<file path="config.mk">
export PLATFORM = sky130hd
export DESIGN_NAME = ps2_dev_tx
export DESIGN_NICKNAME = d
export VERILOG_FILES = /design/src/rtl/ps2tx_pkg.sv /design/src/rtl/ps2_line_sync.sv /design/src/rtl/ps2_quarter_timer.sv /design/src/rtl/ps2_idle_watch.sv /design/src/rtl/ps2_dev_tx.sv
export SDC_FILE = /design/constraint.sdc
export NUM_CORES = 1
export LEC_CHECK = 0
export BUFFER_PORTS_ARGS = -buffer_cell sky130_fd_sc_hd__buf_2
export CORE_UTILIZATION = 50
export DETAILED_ROUTE_END_ITERATION = 10
export PLACE_DENSITY = 0.67
export SLEW_MARGIN = 30
export SYNTH_ARGS = -nofsm -noshare
export SYNTH_HDL_FRONTEND = slang
export SYNTH_SLANG_ARGS = --single-unit
</file>
<file path="constraint.sdc">
create_clock -name clk -period 1.94 [get_ports clk]
set_input_delay 0.291 -clock clk [delete_from_list [all_inputs] [get_ports clk]]
set_output_delay 0.291 -clock clk [all_outputs]
set_load 0.02 [all_outputs]
</file>
<file path="src/rtl/ps2tx_pkg.sv">
package ps2tx_pkg;

   typedef enum logic [1:0] {
      ST_IDLE = 2'd0,
      ST_WAIT = 2'd1,
      ST_SEND = 2'd2
   } tx_state_e;

   localparam int FRAME_BITS = 11;

   // Bit 0 is sent first: start, byte LSB first, odd parity, stop.
   function automatic logic [FRAME_BITS-1:0] build_frame(input logic [7:0] b);
      return {1'b1, ~(^b), b, 1'b0};
   endfunction

endpackage

</file>
<file path="src/rtl/ps2_line_sync.sv">
module ps2_line_sync #(
   parameter int WIDTH  = 2,
   parameter int STAGES = 2
) (
   input  logic             clk,
   input  logic             rst_n,
   input  logic [WIDTH-1:0] din,
   output logic [WIDTH-1:0] dout
);
   logic [WIDTH-1:0] stg [STAGES];

   always_ff @(posedge clk or negedge rst_n) begin
      if (!rst_n) stg[0] <= '1;
      else        stg[0] <= din;
   end

   for (genvar s = 1; s < STAGES; s++) begin : g_stage
      always_ff @(posedge clk or negedge rst_n) begin
         if (!rst_n) stg[s] <= '1;
         else        stg[s] <= stg[s-1];
      end
   end

   assign dout = stg[STAGES-1];
endmodule

</file>
<file path="src/rtl/ps2_quarter_timer.sv">
module ps2_quarter_timer #(
   parameter int QUARTER = 1750
) (
   input  logic clk,
   input  logic rst_n,
   input  logic run,
   output logic last
);
   localparam int CW = (QUARTER > 1) ? $clog2(QUARTER) : 1;
   localparam logic [CW-1:0] TOP = CW'(QUARTER - 1);

   logic [CW-1:0] cnt;

   always_ff @(posedge clk or negedge rst_n) begin
      if (!rst_n)          cnt <= '0;
      else if (!run)       cnt <= '0;
      else if (cnt == TOP) cnt <= '0;
      else                 cnt <= cnt + 1'b1;
   end

   assign last = run && (cnt == TOP);
endmodule

</file>
<file path="src/rtl/ps2_idle_watch.sv">
module ps2_idle_watch #(
   parameter int IDLE_HOLD = 5000
) (
   input  logic clk,
   input  logic rst_n,
   input  logic armed,
   input  logic bus_idle,
   output logic go
);
   localparam int CW = $clog2(IDLE_HOLD + 1);
   localparam logic [CW-1:0] TOP = CW'(IDLE_HOLD - 1);

   logic [CW-1:0] cnt;

   always_ff @(posedge clk or negedge rst_n) begin
      if (!rst_n)                  cnt <= '0;
      else if (!armed || !bus_idle) cnt <= '0;
      else if (cnt != TOP)         cnt <= cnt + 1'b1;
   end

   assign go = armed && bus_idle && (cnt == TOP);
endmodule

</file>
<file path="src/rtl/ps2_dev_tx.sv">
module ps2_dev_tx
   import ps2tx_pkg::*;
#(
   parameter int QUARTER     = 1750,
   parameter int IDLE_HOLD   = 5000,
   parameter int SYNC_STAGES = 2
) (
   input  logic       clk,
   input  logic       rst_n,
   input  logic [7:0] tx_data,
   input  logic       tx_valid,
   output logic       tx_ready,
   input  logic       ps2_clk_in,
   input  logic       ps2_dat_in,
   output logic       ps2_clk_drv,
   output logic       ps2_dat_drv,
   output logic       host_rts,
   output logic       tx_done,
   output logic       tx_abort
);
   localparam logic [3:0] LAST_IDX  = 4'(FRAME_BITS - 1);
   localparam logic [3:0] CHECK_MAX = 4'(FRAME_BITS - 2);

   if (QUARTER < SYNC_STAGES + 2) begin : g_bad_quarter
      $error("QUARTER must cover the synchronizer latency");
   end
   if (IDLE_HOLD < 1) begin : g_bad_idle
      $error("IDLE_HOLD must be at least 1");
   end
   if (SYNC_STAGES < 2) begin : g_bad_sync
      $error("SYNC_STAGES must be at least 2");
   end

   tx_state_e             state;
   logic [7:0]            byte_q;
   logic [FRAME_BITS-1:0] shreg;
   logic [3:0]            idx;
   logic [1:0]            phase;
   logic [1:0]            line_s;
   logic                  clk_s, dat_s;
   logic                  q_last, go;

   ps2_line_sync #(.WIDTH(2), .STAGES(SYNC_STAGES)) u_sync (
      .clk  (clk),
      .rst_n(rst_n),
      .din  ({ps2_clk_in, ps2_dat_in}),
      .dout (line_s)
   );
   assign clk_s = line_s[1];
   assign dat_s = line_s[0];

   ps2_quarter_timer #(.QUARTER(QUARTER)) u_timer (
      .clk  (clk),
      .rst_n(rst_n),
      .run  (state == ST_SEND),
      .last (q_last)
   );

   ps2_idle_watch #(.IDLE_HOLD(IDLE_HOLD)) u_idle (
      .clk     (clk),
      .rst_n   (rst_n),
      .armed   (state == ST_WAIT),
      .bus_idle(clk_s && dat_s),
      .go      (go)
   );

   assign tx_ready = (state == ST_IDLE);
   assign host_rts = (state != ST_SEND) && clk_s && !dat_s;

   always_ff @(posedge clk or negedge rst_n) begin
      if (!rst_n) begin
         state       <= ST_IDLE;
         byte_q      <= '0;
         shreg       <= '0;
         idx         <= '0;
         phase       <= '0;
         ps2_clk_drv <= 1'b0;
         ps2_dat_drv <= 1'b0;
         tx_done     <= 1'b0;
         tx_abort    <= 1'b0;
      end else begin
         tx_done  <= 1'b0;
         tx_abort <= 1'b0;
         unique case (state)
            ST_IDLE: begin
               if (tx_valid) begin
                  byte_q <= tx_data;
                  state  <= ST_WAIT;
               end
            end
            ST_WAIT: begin
               if (go) begin
                  shreg <= build_frame(byte_q);
                  idx   <= '0;
                  phase <= '0;
                  state <= ST_SEND;
               end
            end
            ST_SEND: begin
               if (q_last) begin
                  phase <= phase + 2'd1;
                  unique case (phase)
                     2'd0: ps2_dat_drv <= ~shreg[0];
                     2'd1: begin
                        if (idx <= CHECK_MAX && !clk_s) begin
                           ps2_clk_drv <= 1'b0;
                           ps2_dat_drv <= 1'b0;
                           tx_abort    <= 1'b1;
                           state       <= ST_WAIT;
                        end else begin
                           ps2_clk_drv <= 1'b1;
                        end
                     end
                     2'd2: ;
                     2'd3: begin
                        ps2_clk_drv <= 1'b0;
                        if (idx == LAST_IDX) begin
                           ps2_dat_drv <= 1'b0;
                           tx_done     <= 1'b1;
                           state       <= ST_IDLE;
                        end else begin
                           idx   <= idx + 4'd1;
                           shreg <= shreg >> 1;
                        end
                     end
                     default: ;
                  endcase
               end
            end
            default: state <= ST_IDLE;
         endcase
      end
   end
endmodule

</file>
==> flow_metrics.py <==
metrics = {
    "power": {
        "clkPwrFrac": 0.443,
        "power_frac_comb": 0.055,
        "p_int_mw": 1.98,
        "total_power_mw": 2.53,
        "power.switching_uw": 556,
        "power.static_leakage_nw": 1.48,
        "sw_frac_of_total": 0.219,
        "irDropWorstVdd_v": 0.000553,
        "power-per-cell-area_nw_per_um2": 770,
        "power.share.sequential": 0.502,
    },
    "global_route": {
        "groute.usage.overall": 0.189,
        "grt_remaining_overflow": 0,
        "grt_start_max_net_pins": 30,
        "grt_antenna_before_repair": 0,
        "grt_pass1_wl_mm": 8.67,
        "via_count_of_the_first_global_routing_pass": 1843,
    },
    "layout": {
        "filler_cell_count": 474,
        "post_layout_util": 0.594,
        "final_nets": 310,
        "syn2layout_area_growth_pct": 14.1,
        "mostFrequentLayoutCells": "sky130_fd_sc_hd__dfrtp_1 (55), sky130_fd_sc_hd__nor2_1 (42), sky130_fd_sc_hd__buf_2 (18), sky130_fd_sc_hd__xnor2_1 (15), sky130_fd_sc_hd__nand3_1 (14)",
        "fraction_of_layout_cells_with_a_size_suffix_above_1": 0.234,
        "final_design_area_no_fill_sq_um": 3290,
        "n_antenna_cell": 0,
        "most_common_cell_after_layout_fill_and_taps_aside": "sky130_fd_sc_hd__dfrtp_1",
    },
    "timing": {
        "worst_slew_pin_slew_ps": 497,
        "fmax_ghz": 0.552,
        "min_period_over_period": 0.933,
        "worst_hold_slack_ps": 51.7,
        "timing.max_slew.rel_slack": 0.668,
        "finClkSkew_ps": 6.51,
        "min_period_ps": 1810,
        "final.setup.tns_ps": 0,
        "finalHoldViolations": 0,
        "final-max-slew-violation-count": 0,
        "grt_setup_unrepaired": "false",
        "finalSetupViolations": 0,
    },
    "worst_setup_path": {
        "largest_stage_delay_worst_path_ps": 420,
        "worst_r2r_endpoint": "state[1]$_DFFE_PN0P_",
        "worst_ep_arrival_time_ps": 2020,
        "worstPathMaxFanout": 4,
        "start_kind": "register",
        "worst_setup_path_end_kind": "register",
        "timing.reg2reg.worst_path_depth": 7,
        "number_of_cells_on_the_critical_path": 7,
        "regToRegStartpoint": "idx[1]$_DFFE_PN0P_",
        "critPathBufInv": 1,
        "regToRegSetupSlack_ps": 130,
        "cell_type_group_with_the_largest_total_delay_on_the_critical_path": "compound AO/OA/AOI/OAI gates",
        "critical_path_cell_by_cell": "inv_1 > ha_1 > o21bai_1 > a21oi_1 > o21ai_0 > nor4_1 > o32ai_1",
        "critPathKind": "reg2reg",
        "slowest_stage": "sky130_fd_sc_hd__dfrtp_1",
        "cp_data_required_time_ps": 2150,
    },
    "clock_tree": {
        "htreeDepth": 3,
        "clk_latency_ps": 330,
        "tritoncts.num_buffers": 9,
        "cts_tree": "yes",
        "cts-root-to-sink-buffers": 2,
        "cts.repair_timing.setup_buffer_count": 0,
        "clock-sinks": 59,
        "cts-root-buf": "sky130_fd_sc_hd__clkbuf_8",
        "clk_pin_slew_ps": 60,
    },
    "synthesis": {
        "post_synth_inst_count": 258,
        "synth.yosys.seq_area_share": 0.514,
        "ys_types": 44,
        "postSynthNetCount": 281,
        "mappedNetlistArea_sq_um": 2880,
        "synth_async_reset_ratio": 1.00,
        "synth-warning-count": 0,
        "netlist.area_leader.share": 0.477,
        "average_footprint_of_a_synthesized_cell_sq_um": 11.2,
        "synthesized_flop_and_latch_total": 59,
        "synth_enable_flop_cells": 0,
        "cells_taking_the_most_area_after_synthesis": "sky130_fd_sc_hd__dfrtp_1 (48%), sky130_fd_sc_hd__nor2_1 (5.5%), sky130_fd_sc_hd__xnor2_1 (4.6%)",
        "yosys.area.top_type": "sky130_fd_sc_hd__dfrtp_1",
        "yosys_most_used_dff": "sky130_fd_sc_hd__dfrtp_1",
    },
    "job": {
        "max_cap_violations": 0,
    },
    "worst_hold_path": {
        "worstHoldPathType": "in2reg",
        "min_path_cells": 1,
        "worst_hold_path.endpoint": "u_sync.stg[3]$_DFF_PN1_",
        "worst_hold_startpoint": "ps2_clk_in",
    },
    "place": {
        "gp_routability_congestion": 0.801,
        "buffer_ports.inserted": 18,
        "dp.final_hpwl_mm": 3.51,
        "placedInstanceArea_sq_um": 3080,
    },
    "die": {
        "dieHeight_microns": 77.9,
        "design.core.area_sq_um": 5540,
        "die_x_microns": 77.9,
        "ios": 19,
        "start_util": 0.521,
        "core.rowCount": 27,
        "area_enclosed_by_the_die_boundary_sq_um": 6080,
    },
    "detailed_routing": {
        "route.antenna.remaining_nets": 0,
        "drt_pass1_iterations": 4,
        "detail_route.drc_violations": 0,
        "drt_iter0_markers": 78,
        "route.vias.total": 1890,
        "routed_via_density": 5.21,
        "totalWireLength_mm": 4.97,
        "detail_route.wl_per_cell_microns": 13.7,
    },
    "run_status": {
        "outcome": "finished clean",
    },
}
[cell usage after synthesis, drive strengths merged, types with 3 or more instances]
cell type and count:
mux2 8, nand3 14, xnor2 15, nor3 5
dfrtp 55, and3 6, nor2 43, xor2 12
o21ai 7, nand2 9, dfstp 4, buf 4
mux2i 11, inv 11, nand4 5, ha 10
clkbuf 3, a21oi 12, and2 3
[area by class of cell]
class | instances | area [sq um] | share of cell area
well taps | 72 | 90.1 | 0.0274
clock buffers | 13 | 159 | 0.0483
clock inverters | 2 | 35.0 | 0.0106
flip-flops and latches | 59 | 1480 | 0.450
multi-input cells | 181 | 1310 | 0.399
inverters | 11 | 41.3 | 0.0125
repair buffers | 25 | 170 | 0.0517
[repair_timing]
item                       in CTS  in global routing
hold buffers                    1                  0
gates resized for setup         0                  1
hold endpoints to repair       18                  0
setup endpoints to repair       0                  2
[sequential cells by signal, summed over array words and instances, names as in the netlist]
name and flops:
tx_abort 1, idx 4, u_timer.cnt 11, ps2_clk_drv 1
byte_q 8, state 2, u_sync.dout 2, ps2_dat_drv 1
u_idle.cnt 13, phase 2, u_sync.stg 2, shreg 11
tx_done 1
[metal layers]
| metal | routed length [microns] | vias to the layer above | GRT usage | part of all wire |
|---|---|---|---|---|
| li1 | - | 936 | - | - |
| met1 | 2450 | 917 | 0.252 | 0.49 |
| met2 | 2300 | 31 | 0.287 | 0.46 |
| met3 | 152 | 6 | 0.0600 | 0.031 |
| met4 | 66 | 0 | 0.0722 | 0.013 |
| met5 | 0 | - | 0 | 0 |
[power by group through the flow]
stage	logic [mW]	registers (mW)	clock network [mW]
2_1_floorplan	0.0848	1.29	0
3_3_place_gp	0.138	1.29	0
3_5_place_dp	0.140	1.30	0
4_1_cts	0.143	1.27	1.14
5_1_grt	0.158	1.28	1.19
6_report	0.138	1.27	1.12
[how the worst max path moves through the flow]
stage	startpoint	end	slack (ps)
2_1_floorplan	state[0]$_DFFE_PN0P_	host_rts	280
3_3_place_gp	idx[0]$_DFFE_PN0P_	state[1]$_DFFE_PN0P_	130
3_5_place_dp	idx[0]$_DFFE_PN0P_	state[1]$_DFFE_PN0P_	60
4_1_cts	idx[0]$_DFFE_PN0P_	state[1]$_DFFE_PN0P_	30
5_1_grt	idx[1]$_DFFE_PN0P_	state[1]$_DFFE_PN0P_	50
6_report	idx[1]$_DFFE_PN0P_	state[1]$_DFFE_PN0P_	130
[cells by family after synthesis]
group | after synthesis | synth area share
buffers and inverters | 18 | 0.0317
and+or+nand+nor | 98 | 0.190
DFF | 59 | 0.514
xor gates and xnor gates | 27 | 0.0820
muxes | 19 | 0.0694
AOI/OAI and AO/OA | 27 | 0.0703
adders and majority gates | 10 | 0.0434
[per-stage QoR]
step | cells | setup slack, ps
3_3_place_gp | 347 | 132
3_5_place_dp | 347 | 57.2
6_report | 363 | 130
4_1_cts | 363 | 26.2
2_1_floorplan | 258 | 277
5_1_grt | 363 | 46.4
Power figures use the tool's default switching activity.
